<file path="config.mk">
export PLATFORM = sky130hd
export DESIGN_NAME = conv_clk_select
export DESIGN_NICKNAME = d
export VERILOG_FILES = /design/src/rtl/clksel_pkg.sv /design/src/rtl/pin_sync.sv /design/src/rtl/activity_detect.sv /design/src/rtl/enable_divider.sv /design/src/rtl/conv_clk_select.sv
export SDC_FILE = /design/constraint.sdc
export NUM_CORES = 1
export LEC_CHECK = 0
export BUFFER_PORTS_ARGS = -buffer_cell sky130_fd_sc_hd__buf_2
export CORE_AREA = 10 10 57 59
export DETAILED_ROUTE_END_ITERATION = 16
export DIE_AREA = 0 0 67 69
export PLACE_DENSITY = 0.57
export SLEW_MARGIN = 10
export SYNTH_ARGS = -nofsm -noshare
export SYNTH_HDL_FRONTEND = slang
export SYNTH_SLANG_ARGS = --single-unit
</file>
<file path="constraint.sdc">
create_clock -name clk -period 1.2 [get_ports clk]
set_input_delay 0.24 -clock clk [delete_from_list [all_inputs] [get_ports clk]]
set_output_delay 0.24 -clock clk [all_outputs]
set_load 0.01 [all_outputs]
</file>
<file path="src/rtl/clksel_pkg.sv">
package clksel_pkg;

    typedef enum logic {
        SRC_INT = 1'b0,
        SRC_EXT = 1'b1
    } src_e;

    typedef struct packed {
        logic s1;
        logic s2;
        logic s3;
    } sync_st_t;

endpackage

</file>
<file path="src/rtl/pin_sync.sv">
module pin_sync (
    input  logic clk,
    input  logic rst_n,
    input  logic pin_i,
    output logic rise_o
);
    import clksel_pkg::*;

    sync_st_t st_d, st_q;

    always_comb begin
        st_d    = st_q;
        st_d.s1 = pin_i;
        st_d.s2 = st_q.s1;
        st_d.s3 = st_q.s2;
    end

    always_ff @(posedge clk) begin
        if (!rst_n) begin
            st_q <= '{s1: 1'b1, s2: 1'b1, s3: 1'b1};
        end else begin
            st_q <= st_d;
        end
    end

    assign rise_o = st_q.s2 & ~st_q.s3;

    // an edge pulse never lasts two cycles
    p_rise_single_r4: assert property (@(posedge clk) disable iff (!rst_n)
        rise_o |=> !rise_o);

endmodule

</file>
<file path="src/rtl/activity_detect.sv">
module activity_detect #(
    parameter int TIMEOUT    = 16,
    parameter int LOCK_EDGES = 4
) (
    input  logic clk,
    input  logic rst_n,
    input  logic rise_i,
    output logic present_o
);
    localparam int GW = $clog2(TIMEOUT + 1);
    localparam int EW = $clog2(LOCK_EDGES + 1);

    typedef struct packed {
        logic [GW-1:0] gap;
        logic [EW-1:0] edges;
        logic          present;
    } det_st_t;

    det_st_t st_d, st_q;

    always_comb begin
        st_d = st_q;
        if (rise_i) begin
            st_d.gap = '0;
            if (int'(st_q.edges) < LOCK_EDGES) begin
                st_d.edges = st_q.edges + 1'b1;
            end
            if (int'(st_q.edges) + 1 >= LOCK_EDGES) begin
                st_d.present = 1'b1;
            end
        end else if (int'(st_q.gap) >= TIMEOUT) begin
            st_d.edges   = '0;
            st_d.present = 1'b0;
        end else begin
            st_d.gap = st_q.gap + 1'b1;
        end
    end

    always_ff @(posedge clk) begin
        if (!rst_n) begin
            st_q <= '0;
        end else begin
            st_q <= st_d;
        end
    end

    assign present_o = st_q.present;

    // presence is only ever declared on the back of an edge
    p_lock_on_edge_r4: assert property (@(posedge clk) disable iff (!rst_n)
        $rose(st_q.present) |-> $past(rise_i));

    // presence is only withdrawn while edges are absent
    p_drop_quiet_r7: assert property (@(posedge clk) disable iff (!rst_n)
        $fell(st_q.present) |-> !$past(rise_i));

    // the run counter stays within its bound
    p_edge_bound_r4: assert property (@(posedge clk) disable iff (!rst_n)
        int'(st_q.edges) <= LOCK_EDGES);

endmodule

</file>
<file path="src/rtl/enable_divider.sv">
module enable_divider (
    input  logic clk,
    input  logic rst_n,
    input  logic ext_ok_i,
    input  logic ext_rise_i,
    output logic en_o,
    output logic sel_ext_o
);
    import clksel_pkg::*;

    typedef struct packed {
        src_e sel;
        logic phase;
        logic en;
    } div_st_t;

    div_st_t st_d, st_q;
    src_e    want;
    logic    tick;

    always_comb begin
        want = ext_ok_i ? SRC_EXT : SRC_INT;
        tick = (st_q.sel == SRC_EXT) ? ext_rise_i : 1'b1;
        st_d    = st_q;
        st_d.en = 1'b0;
        if ((want != st_q.sel) && (!st_q.phase || want == SRC_INT)) begin
            st_d.sel   = want;
            st_d.phase = 1'b0;
        end else if (tick) begin
            st_d.phase = ~st_q.phase;
            st_d.en    = st_q.phase;
        end
    end

    always_ff @(posedge clk) begin
        if (!rst_n) begin
            st_q <= '{sel: SRC_INT, phase: 1'b0, en: 1'b0};
        end else begin
            st_q <= st_d;
        end
    end

    assign en_o      = st_q.en;
    assign sel_ext_o = (st_q.sel == SRC_EXT);

    // no two enables back to back
    p_no_back_to_back_r8: assert property (@(posedge clk) disable iff (!rst_n)
        en_o |=> !en_o);

    // the cycle that shows a new source carries no enable
    p_switch_quiet_r8: assert property (@(posedge clk) disable iff (!rst_n)
        (sel_ext_o != $past(sel_ext_o)) |-> !en_o);

    // a switch is never followed at once by an enable
    p_switch_gap_r8: assert property (@(posedge clk) disable iff (!rst_n)
        (sel_ext_o != $past(sel_ext_o)) |=> !en_o);

endmodule

</file>
<file path="src/rtl/conv_clk_select.sv">
module conv_clk_select #(
    parameter int TIMEOUT    = 16,
    parameter int LOCK_EDGES = 4
) (
    input  logic clk,
    input  logic rst_n,
    input  logic ext_clk_pin,
    output logic conv_en,
    output logic ext_active
);
    logic pin_rise;
    logic ext_ok;

    pin_sync u_sync (
        .clk    (clk),
        .rst_n  (rst_n),
        .pin_i  (ext_clk_pin),
        .rise_o (pin_rise)
    );

    activity_detect #(
        .TIMEOUT    (TIMEOUT),
        .LOCK_EDGES (LOCK_EDGES)
    ) u_det (
        .clk       (clk),
        .rst_n     (rst_n),
        .rise_i    (pin_rise),
        .present_o (ext_ok)
    );

    enable_divider u_div (
        .clk        (clk),
        .rst_n      (rst_n),
        .ext_ok_i   (ext_ok),
        .ext_rise_i (pin_rise),
        .en_o       (conv_en),
        .sel_ext_o  (ext_active)
    );

    // both outputs sit low in the first cycle out of reset
    p_reset_quiet_r1: assert property (@(posedge clk)
        !rst_n |=> (!conv_en && !ext_active));

endmodule

</file>
==> reports/qor.csv, run 1 <==
stage,metric,value,unit
run_status,outcome,"complete, no violations",
drt,vias_per_cell,4.424,
drt,drc,0,
clock_tree,postCtsSetupRepairBufs,0,
global_routing,first_global_vias,428,
worst_setup_path,cpPeakStageDelay,0.34,ns
cells_and_area,mostFrequentLayoutCell,dfxtp_1,
yosys,synth_nets,70,
sta,fin_crit_sh,93.59,%
floorplanning,row_count,17,
yosys,avgSynthCellArea,9.755,sq um
cells_and_area,drive_above_1_share,22.54,%
power_and_ir_drop,pwr-share-clk,33.1,%
yosys,ys.flop_type,dfxtp_1,
yosys,seq_area_frac_synth,48.10,%
global_routing,antenna_found_initial,0,
place,placed_cells,95,
drt,vias,438,
worst_setup_path,worstPathRequired,1.42,ns
place,hpwl,739.1,microns
floorplanning,die_height,69,microns
cells_and_area,stdcell_count,99,
sta,finalHoldViolCount,0,
worst_setup_path,path_cells,"ha_2, and2_1, a211o_1, a21boi_1",
sta,fin_skew,0.004070,ns
power_and_ir_drop,seq_power_share,60.7,%
global_routing,grt_pass1_wl,1683,microns
floorplanning,die_area,0.004623,sq mm
clock_tree,clk_latency,0.28,ns
power_and_ir_drop,p_per_area,1239,mW/mm^2
sta,setup_violations,0,
floorplanning,die_x,67,microns
drt,wl_per_cell,9.808,microns
drt,antenna_left,0,
sta,fmax,0.8905,GHz
clock_tree,cts_inserted_buffers,3,
yosys,synth_cell_type_count,27,
cells_and_area,final_util,32.91,%
clock_tree,cts-root-buf,clkbuf_4,
clock_tree,cts_resized,0,
clock_tree,cts.sinks,15,
worst_setup_path,path_buf_inv,0,
min_path,hold_class,input port to register,
cells_and_area,nets,78,
drt,drt_iter0_drc,12,
power_and_ir_drop,switching_share,23.77,%
sta,tightest_slew,0.2777,ns
global_routing,grt_max_degree,15,
power_and_ir_drop,p_int,0.6678,mW
clock_tree,htreeDepth,1,
clock_tree,cts_tree,done,
cells_and_area,antenna_cells,0,
sta,slew_violations,0,
clock_tree,clk_pin_slew,0.09,ns
yosys,synth_cells,64,
floorplanning,coreArea,0.002148,sq mm
worst_setup_path,cp_max_fo,4,
yosys,synthArstFlopShare,0,%
drt,first_pass_iters,4,
clock_tree,postCtsHoldBufs,0,
cells_and_area,syn2layout_area_growth,13.23,%
sta,fin_crit,1.123,ns
yosys,yosys_warnings,0,
job,cap_violations,0,
sta,tns,0,ns
worst_setup_path,cp-start-kind,register,
power_and_ir_drop,power.static_leakage,0.2896,nW
global_routing,grt_usage,4.449,%
global_routing,grt-ovfl-total,0,
place,port_buffers,4,
floorplanning,initial_utilization,29.06,%
sta,relSlewSlack,81.22,%
power_and_ir_drop,net-switching-power,0.2083,mW
yosys,syn_area,624.3,sq um
worst_setup_path,cp.arrival,1.34,ns
floorplanning,ios,5,
worst_setup_path,crit_type,register to register,
place,gp_congestion,0.7534,
clock_tree,clock_path_buffers,2,
worst_setup_path,crit_path_top_delay_cell,dfxtp_2,
yosys,synth_edf_count,0,
drt,wl,971,microns
worst_setup_path,reg2reg_setup_slack,0.08,ns
worst_setup_path,cp-end-kind,register,
yosys,synth_seq_cells,15,
sta,rsz0062_at_grt,no,
power_and_ir_drop,comb_power_share,6.2,%
power_and_ir_drop,peakVddDrop,0.6670,mV
worst_setup_path,critical-path-top-delay-family,compound AO/OA/AOI/OAI gates,
cells_and_area,mostFrequentLayoutCells,"13 x dfxtp_1, 6 x nor2_1, 5 x nand2_1",
[layer usage]
layer	routed length, microns	global-route usage (%)
met5	0	0
met1	492	5.581
met2	427	6.276
met3	9	0.4831
met4	42	4.072
[final cells by class]
type	instances	area [sq um]
fill	214	1441
sequential	15	302.8
timing repair buffer	4	20.02
inverter	4	15.01
multi-input combinational	44	306.5
clock buffer	3	22.52
tap	28	35.03
clock inverter	1	5.005
[power groups by stage]
stage,Sequential (mW),Clock [mW],Combinational (mW)
6_report,0.532,0.290,0.0544
5_1_grt,0.535,0.326,0.0631
4_1_cts,0.532,0.296,0.0559
3_5_place_dp,0.543,0,0.0553
3_3_place_gp,0.543,0,0.0532
2_1_floorplan,0.541,0,0.0426
[through the flow]
step / hold slack [ns] / power (mW) / worst slack (ns) / instance area, sq um
after CTS: 0.1379 / 0.8833 / 0.02772 / 701.9
final: 0.1355 / 0.8760 / 0.07698 / 706.9
after global routing: 0.1236 / 0.9240 / 0.009596 / 706.9
after global placement: 0.3901 / 0.5959 / 0.08608 / 674.4
after detailed placement: 0.3969 / 0.5988 / 0.04797 / 674.4
after floorplan: 0.3130 / 0.5838 / 0.1088 / 624.3
[cells in the mapped netlist (all sizes together), types with 2 or more instances]
cell,instances,share of area [%]
o21ai,2,1.6
xnor2,2,2.8
a21boi,2,2.4
nor2,6,3.6
inv,4,2.4
a21oi,4,3.2
xor2,2,2.8
ha,3,6.0
dfxtp,15,48
a31o,2,2.8
nand2b,4,4.4
nand2,5,3.0
[logic make-up (layout without fill, tap and decap cells)]
logic type | after synthesis | in the layout | share of synthesized area [%]
simple gates | 24 | 24 | 22.45
mux | 1 | 1 | 1.603
compound gates | 12 | 12 | 13.03
flops | 15 | 15 | 48.10
fa+ha+maj | 3 | 3 | 6.013
xor+xnor | 4 | 4 | 5.612
buf+inv | 5 | 12 | 3.205
[final timing paths]
check | from | to | depth (start not counted)
worst max-delay path | u_det.st_q[1]$_SDFFE_PN0P_ | u_det.present_o$_SDFFE_PN0P_ | 4
worst min-delay path | ext_clk_pin | u_sync.st_d[1]$_SDFF_PN1_ | 2
worst max register to register | u_det.st_q[1]$_SDFFE_PN0P_ | u_det.present_o$_SDFFE_PN0P_ | 4
worst min register to register | u_sync.st_d[1]$_SDFF_PN1_ | u_sync.st_d[0]$_SDFF_PN1_ | 1
[state kept, by name, summed over array words and instances (netlist names)]
| name | cells |
|---|---|
| u_det.st_q | 8 |
| u_sync.st_d | 2 |
| u_det.present_o | 1 |
| u_div.en_o | 1 |
| u_div.sel_ext_o | 1 |
| u_div.st_q | 1 |
| u_sync.st_q | 1 |
Note: power is estimated with default switching activity, not from simulation.
==> run 2, diff against run 1 <==
--- a/config.mk
+++ b/config.mk
@@ -5,6 +5,7 @@
 export SDC_FILE = /design/constraint.sdc
 export NUM_CORES = 1
 export LEC_CHECK = 0
+export ABC_AREA = 1
 export BUFFER_PORTS_ARGS = -buffer_cell sky130_fd_sc_hd__buf_2
 export CORE_AREA = 10 10 57 59
 export DETAILED_ROUTE_END_ITERATION = 16
==> run 2 against run 1 <==
  * Non-clock buffer count unchanged
  * Setup slack better by 0.043 ns
  * Area after synthesis is 1.0% lower
  * Clock power about the same
==> reports/qor.csv, run 2 <==
stage,metric,value,unit,change
floorplanning,die_x,67,microns,unchanged
worst_setup_path,reg2reg_setup_slack,0.21,ns,+0.13 ns
global_routing,antenna_found_initial,0,,unchanged
place,gp_congestion,0.7616,,+1.1%
sta,tightest_slew,0.2286,ns,-0.04912 ns
yosys,synth-compound-area-share,7.287,%,-5.7 points
drt,drt_iter0_drc,5,,-7
place,place_ws,0.2115,ns,+0.1636 ns
yosys,synthArstFlopShare,0,%,unchanged
place,port_buffers,4,,unchanged
sta,worst_slack,0.1195,ns,+0.04251 ns
yosys,yosys.area.top_type,dfxtp_1,,
power_and_ir_drop,comb_power_share,6.3,%,about the same
cells_and_area,largest_reg_flops,8,,unchanged
yosys,seq_area_frac_synth,48.58,%,+0.49 points
drt,wl_per_cell,9.085,microns,-7.4%
yosys,ys.flop_type,dfxtp_1,,
worst_setup_path,cp-startpoint,u_div.sel_ext_o$_SDFFE_PN0P_,,
power_and_ir_drop,p_per_area,1244,mW/mm^2,+0.37%
place,hpwl,828.1,microns,+12%
floorplanning,row_count,17,,unchanged
worst_setup_path,crit_type,register to output port,,
sta,rsz0062_at_grt,no,,
drt,wl,1063,microns,+9.5%
yosys,yosys.area_share.adder,6.073,%,+0.061 points
global_routing,grt_pass1_wl,1835,microns,+9.0%
power_and_ir_drop,p_int,0.6663,mW,-0.22%
worst_setup_path,critPathCapture,ext_active,,
min_path,hp-start,ext_clk_pin,,
cells_and_area,nets,96,,+23%
clock_tree,postCtsSetupRepairBufs,0,,unchanged
drt,vias,493,,+13%
worst_setup_path,path_buf_inv,1,,+1
sta,tns,0,ns,unchanged
sta,fin_crit,1.081,ns,-0.04251 ns
sta,fin_crit_sh,90.04,%,-3.5 points
cells_and_area,regMostFlops,u_det.st_q,,
cells_and_area,finalInstanceArea,699.4,sq um,-1.1%
worst_setup_path,cp-start-kind,register,,
yosys,synthXorXnorAreaFrac,0,%,-5.6 points
clock_tree,htreeDepth,1,,unchanged
floorplanning,coreArea,0.002148,sq mm,unchanged
yosys,yosys_warnings,0,,unchanged
worst_setup_path,critical-path-top-delay-family,flip-flops,,
yosys,synth_cells,81,,+27%
floorplanning,die_height,69,microns,unchanged
run_status,outcome,"complete, no violations",,
worst_setup_path,r2r_cells,5,,+1
worst_setup_path,path_cells,buf_2,,
floorplanning,ios,5,,unchanged
global_routing,first_global_vias,460,,+7.5%
min_path,hold_class,input port to register,,
sta,slew_violations,0,,unchanged
power_and_ir_drop,seq_power_share,60.7,%,about the same
clock_tree,clk_pin_slew,0.09,ns,about the same
clock_tree,cts_tree,done,,
sta,finalHoldViolCount,0,,unchanged
worst_setup_path,cp_max_fo,4,,unchanged
cells_and_area,mostFrequentLayoutCell,nand2_1,,
global_routing,grt_usage,4.787,%,+0.34 points
yosys,ys_top_cells_by_area,"dfxtp_1 49%, nand2_1 10%, nand3_1 8.1%, ha_1 6.1%, inv_1 6.1%",,
power_and_ir_drop,pwr-share-clk,33.0,%,about the same
yosys,yosys.area_share.simple,30.77,%,+8.3 points
worst_setup_path,cp.depth,1,,-3
drt,first_pass_iters,4,,unchanged
clock_tree,clock_path_buffers,2,,unchanged
worst_setup_path,cp.arrival,0.84,ns,-0.50 ns
clock_tree,cts.sinks,15,,unchanged
clock_tree,clk_latency,0.28,ns,about the same
yosys,synth_seq_cells,15,,unchanged
clock_tree,cts-root-buf,clkbuf_4,,
worst_setup_path,worstPathRequired,0.96,ns,-0.46 ns
worst_setup_path,reg2reg_to,u_det.present_o$_SDFFE_PN0P_,,
yosys,synth_top_area_share,48.58,%,+0.49 points
yosys,synth_mux_area_share,0,%,-1.6 points
yosys,synth_edf_count,0,,unchanged
sta,fmax,0.9255,GHz,+3.9%
floorplanning,initial_utilization,28.77,%,-0.29 points
power_and_ir_drop,switching_share,23.40,%,-0.37 points
sta,setup_violations,0,,unchanged
yosys,synth_cell_type_count,14,,-48%
worst_setup_path,cp-end-kind,output port,,
cells_and_area,syn2layout_area_growth,13.16,%,about the same
worst_setup_path,r2r-start,u_det.st_q[1]$_SDFFE_PN0P_,,
global_routing,grt_max_degree,9,,-6
worst_setup_path,crit_path_top_delay_cell,dfxtp_1,,
job,cap_violations,0,,unchanged
clock_tree,cts_resized,0,,unchanged
place,place_area,673.1,sq um,-0.19%
yosys,synth_commonest_cells,"17 x nand2_1, 15 x dfxtp_1, 10 x inv_1, 10 x nand3_1, 8 x nor2_1",,
worst_setup_path,cpPeakStageDelay,0.40,ns,+0.06 ns
cells_and_area,mostFrequentLayoutCells,"17 x nand2_1, 15 x dfxtp_1, 10 x inv_1, 10 x nand3_1, 8 x nor2_1",,
cells_and_area,antenna_cells,0,,unchanged
sta,fin_skew,0.003790,ns,-0.0002807 ns
drt,drc,0,,unchanged
yosys,avgSynthCellArea,7.631,sq um,-22%
power_and_ir_drop,peakVddDrop,0.7227,mV,+8.4%
clock_tree,cts_inserted_buffers,3,,unchanged
sta,relSlewSlack,84.60,%,+3.4 points
yosys,synth.most_common_cell,nand2_1,,
power_and_ir_drop,net-switching-power,0.2036,mW,-2.2%
power_and_ir_drop,power.static_leakage,0.3276,nW,+13%
clock_tree,postCtsHoldBufs,0,,unchanged
cells_and_area,drive_above_1_share,12.36,%,-10 points
yosys,synth_top_family_by_area,simple AND/OR/NAND/NOR gates,,
global_routing,grt-ovfl-total,0,,unchanged
floorplanning,die_area,0.004623,sq mm,unchanged
yosys,syn_area,618.1,sq um,-1.0%
drt,antenna_left,0,,unchanged
drt,vias_per_cell,4.214,,-4.8%
yosys,synth_nets,87,,+24%
cells_and_area,fillerInstances,224,,+4.7%
## run 2: changes by cell type in the layout (fill, tap and decap cells not counted), sizes merged, moves of 2 or more
cell,change
nand3,+9
a21oi,+3
nor2,+3
or2,+2
nand2b,-4
a31o,-2
nor3,+2
a21boi,-2
xnor2,-2
xor2,-2
inv,+8
nand2,+13
## run 2: area by class of cell
cell class / count / area (sq um) / share of cell area [%]
repair buffers: 4 / 20.02 / 2.862
flip-flops and latches: 15 / 300.3 / 42.93
multi-input cells: 54 / 272.8 / 39.00
clock buffers: 4 / 26.28 / 3.757
well taps: 28 / 35.03 / 5.009
inverters: 12 / 45.04 / 6.440
## run 2: per-stage QoR
stage,instances,hold slack (ns),utilization [%],power (mW)
floorplan,81,0.3088,-,0.5768
global placement,113,0.3909,31.33,0.5940
detailed placement,113,0.3985,31.33,0.5955
CTS,117,0.1380,32.56,0.8763
global route,117,0.1481,32.56,0.9147
finish,117,0.1353,32.56,0.8699
## run 2: cells by family after synthesis
| kind of cell | count (synthesis) |
|---|---|
| fa+ha+maj | 3 |
| buf+inv | 12 |
| compound gates | 9 |
| simple gates | 42 |
| flops | 15 |
## run 2: power by group through the flow
stage               sequential [mW]  combinational (mW)  clock [mW]
floorplan                     0.538              0.0392           0
detailed placement            0.539              0.0561           0
global placement              0.539              0.0555           0
CTS                           0.528              0.0562       0.292
global route                  0.530              0.0657       0.319
finish                        0.528              0.0550       0.287
## run 2: routing by layer
metal / global-route usage, % / share of wire (%) / vias to the layer above
met1: 5.743 / 49 / 212
met2: 6.799 / 43 / 9
met5: 0 / 0 / -
met3: 3.704 / 7.5 / 0
li1: - / - / 272
met4: 0.4525 / 0 / 0
## run 2: worst min-delay path by stage
stage	end	slack, ns	cells after the start
6_report	u_sync.st_d[1]$_SDFF_PN1_	0.14	2
3_5_place_dp	u_sync.st_d[0]$_SDFF_PN1_	0.40	1
4_1_cts	u_sync.st_d[1]$_SDFF_PN1_	0.14	2
5_1_grt	u_sync.st_d[1]$_SDFF_PN1_	0.15	2
2_1_floorplan	u_sync.st_q[0]$_SDFF_PN1_	0.31	1
3_3_place_gp	u_sync.st_d[0]$_SDFF_PN1_	0.39	1
==> run 3, diff against run 2 <==
--- a/config.mk
+++ b/config.mk
@@ -11,6 +11,7 @@
 export DETAILED_ROUTE_END_ITERATION = 16
 export DIE_AREA = 0 0 67 69
 export PLACE_DENSITY = 0.57
+export RECOVER_POWER = 100
 export SLEW_MARGIN = 10
 export SYNTH_ARGS = -nofsm -noshare
 export SYNTH_HDL_FRONTEND = slang
==> run 3 against run 2 <==
  * Clock skew about the same
  * Total power is 0.41% lower
  * Count of clock-buffer cells in the layout unchanged
  * Design area shrank 0.89%
  * Wire length stayed put
  * Cell count did not move
  * Clock power is essentially flat
  * Sequential power hardly changed
  * Global-route usage is the same
  * Largest cell class unchanged
  * Worst hold slack gained 0.0015 ns
  * First-iteration DRC count unchanged
==> reports/qor.csv, run 3 (synthesis gave the netlist of run 2 again) <==
stage,metric,value,unit,change
run_status,outcome,"complete, no violations",,
sta,whs,0.1368,ns,+0.001546 ns
worst_setup_path,cpPeakStageDelay,0.40,ns,about the same
power_and_ir_drop,switching_share,23.28,%,-0.12 points
cells_and_area,stdcell_count,117,,unchanged
floorplanning,row_count,17,,unchanged
job,cap_violations,0,,unchanged
power_and_ir_drop,pwr-share-clk,33.0,%,about the same
floorplanning,coreArea,0.002148,sq mm,unchanged
worst_setup_path,cp-end-kind,output port,,
clock_tree,cts.sinks,15,,unchanged
sta,fin_crit_sh,91.25,%,+1.2 points
sta,tightest_slew,0.2940,ns,+0.06540 ns
worst_setup_path,cp_max_fo,4,,unchanged
global_routing,grt_max_degree,9,,unchanged
power_and_ir_drop,p_per_area,1250,mW/mm^2,+0.49%
power_and_ir_drop,net-switching-power,0.2017,mW,-0.93%
drt,first_pass_iters,5,,+1
floorplanning,die_x,67,microns,unchanged
worst_setup_path,cp-start-kind,register,,
sta,relSlewSlack,80.40,%,-4.2 points
power_and_ir_drop,power,0.8664,mW,-0.41%
place,place_ws,0.2115,ns,unchanged
cells_and_area,largest_reg_flops,8,,unchanged
drt,wl_per_cell,9.085,microns,unchanged
power_and_ir_drop,peakVddDrop,0.7294,mV,+0.92%
cells_and_area,antenna_cells,0,,unchanged
global_routing,use_met3,3.704,%,unchanged
sta,tns,0,ns,unchanged
sta,finalHoldViolCount,0,,unchanged
worst_setup_path,path_cells,clkbuf_1,,
drt,vias_per_cell,4.205,,-0.20%
place,place_area,673.1,sq um,unchanged
clock_tree,postCtsSetupRepairBufs,0,,unchanged
sta,fin_crit,1.095,ns,+0.01454 ns
clock_tree,clk_pin_slew,0.09,ns,about the same
place,gp_congestion,0.7616,,unchanged
global_routing,use_met2,6.799,%,unchanged
cells_and_area,syn2layout_area_growth,12.15,%,
drt,drc,0,,unchanged
power_and_ir_drop,seq_power_share,60.9,%,+0.2 points
sta,rsz0062_at_grt,no,,
sta,fmax,0.9132,GHz,-1.3%
clock_tree,cts-root-buf,clkbuf_4,,
drt,drt_iter0_drc,5,,unchanged
cells_and_area,mostFrequentLayoutCells,"18 x nand2_1, 15 x dfxtp_1, 11 x inv_1",,
power_and_ir_drop,power.static_leakage,0.3177,nW,-3.0%
cells_and_area,mostFrequentLayoutCell,nand2_1,,
cells_and_area,nets,96,,unchanged
clock_tree,postCtsHoldBufs,0,,unchanged
global_routing,grt_pass1_wl,1835,microns,unchanged
power_and_ir_drop,p_int,0.6647,mW,-0.25%
global_routing,grt-ovfl-total,0,,unchanged
sta,worst_slack,0.1049,ns,-0.01454 ns
worst_setup_path,crit_path_top_delay_cell,dfxtp_1,,
place,port_buffers,4,,unchanged
cells_and_area,drive_above_1_share,6.742,%,-5.6 points
floorplanning,die_height,69,microns,unchanged
global_routing,first_global_vias,460,,unchanged
drt,wl,1063,microns,unchanged
clock_tree,htreeDepth,1,,unchanged
cells_and_area,regMostFlops,u_det.st_q,,
clock_tree,cts_resized,0,,unchanged
worst_setup_path,worstPathRequired,0.96,ns,about the same
sta,setup_violations,0,,unchanged
worst_setup_path,critical-path-top-delay-family,flip-flops,,
worst_setup_path,crit_type,register to output port,,
worst_setup_path,cp.arrival,0.86,ns,+0.02 ns
worst_setup_path,path_buf_inv,1,,unchanged
sta,fin_skew,0.003671,ns,-0.0001186 ns
power_and_ir_drop,comb_power_share,6.1,%,-0.2 points
global_routing,antenna_found_initial,0,,unchanged
min_path,hold_class,input port to register,,
place,hpwl,828.1,microns,unchanged
global_routing,busiest_layer,met2,,
drt,vias,492,,-0.20%
floorplanning,ios,5,,unchanged
clock_tree,clk_latency,0.28,ns,about the same
global_routing,grt_usage,4.787,%,unchanged
sta,slew_violations,0,,unchanged
floorplanning,initial_utilization,28.77,%,unchanged
global_routing,grt_util_met1,5.743,%,unchanged
clock_tree,cts_tree,done,,
cells_and_area,finalInstanceArea,693.2,sq um,-0.89%
cells_and_area,final_util,32.27,%,-0.29 points
floorplanning,die_area,0.004623,sq mm,unchanged
clock_tree,clock_path_buffers,2,,unchanged
drt,antenna_left,0,,unchanged
place,placed_cells,113,,unchanged
clock_tree,cts_inserted_buffers,3,,unchanged
[run 3: path summary, 6_finish.rpt]
kind | start | endpoint | slack [ns] | cells after the start
worst max-delay path | u_div.sel_ext_o$_SDFFE_PN0P_ | ext_active | 0.10 | 1
worst min-delay path | ext_clk_pin | u_sync.st_d[1]$_SDFF_PN1_ | 0.14 | 2
worst max register to register | u_det.st_q[1]$_SDFFE_PN0P_ | u_det.present_o$_SDFFE_PN0P_ | 0.21 | 5
worst min register to register | u_sync.st_d[1]$_SDFF_PN1_ | u_sync.st_d[0]$_SDFF_PN1_ | 0.41 | 1
[run 3: final cells by class]
cell class	instances	area, sq um
Sequential cell	15	300.3
Tap cell	28	35.03
Multi-Input combinational cell	54	270.3
Fill cell	226	1455
Timing Repair Buffer	4	16.27
Clock buffer	4	26.28
Inverter	12	45.04
[run 3: power by group through the flow]
stage,clock (mW),sequential [mW],combinational (mW)
after floorplan,0,0.538,0.0392
after global placement,0,0.539,0.0555
after detailed placement,0,0.539,0.0561
after CTS,0.292,0.528,0.0562
after global routing,0.319,0.530,0.0631
final,0.286,0.528,0.0527
[run 3: layer usage]
layer  wire length, microns  share of wire (%)  up-vias
li1                       -                  -      272
met1                    517                 49      211
met2                    461                 43        9
met3                     83                7.8        0
met4                      0                  0        0
met5                      0                  0        -
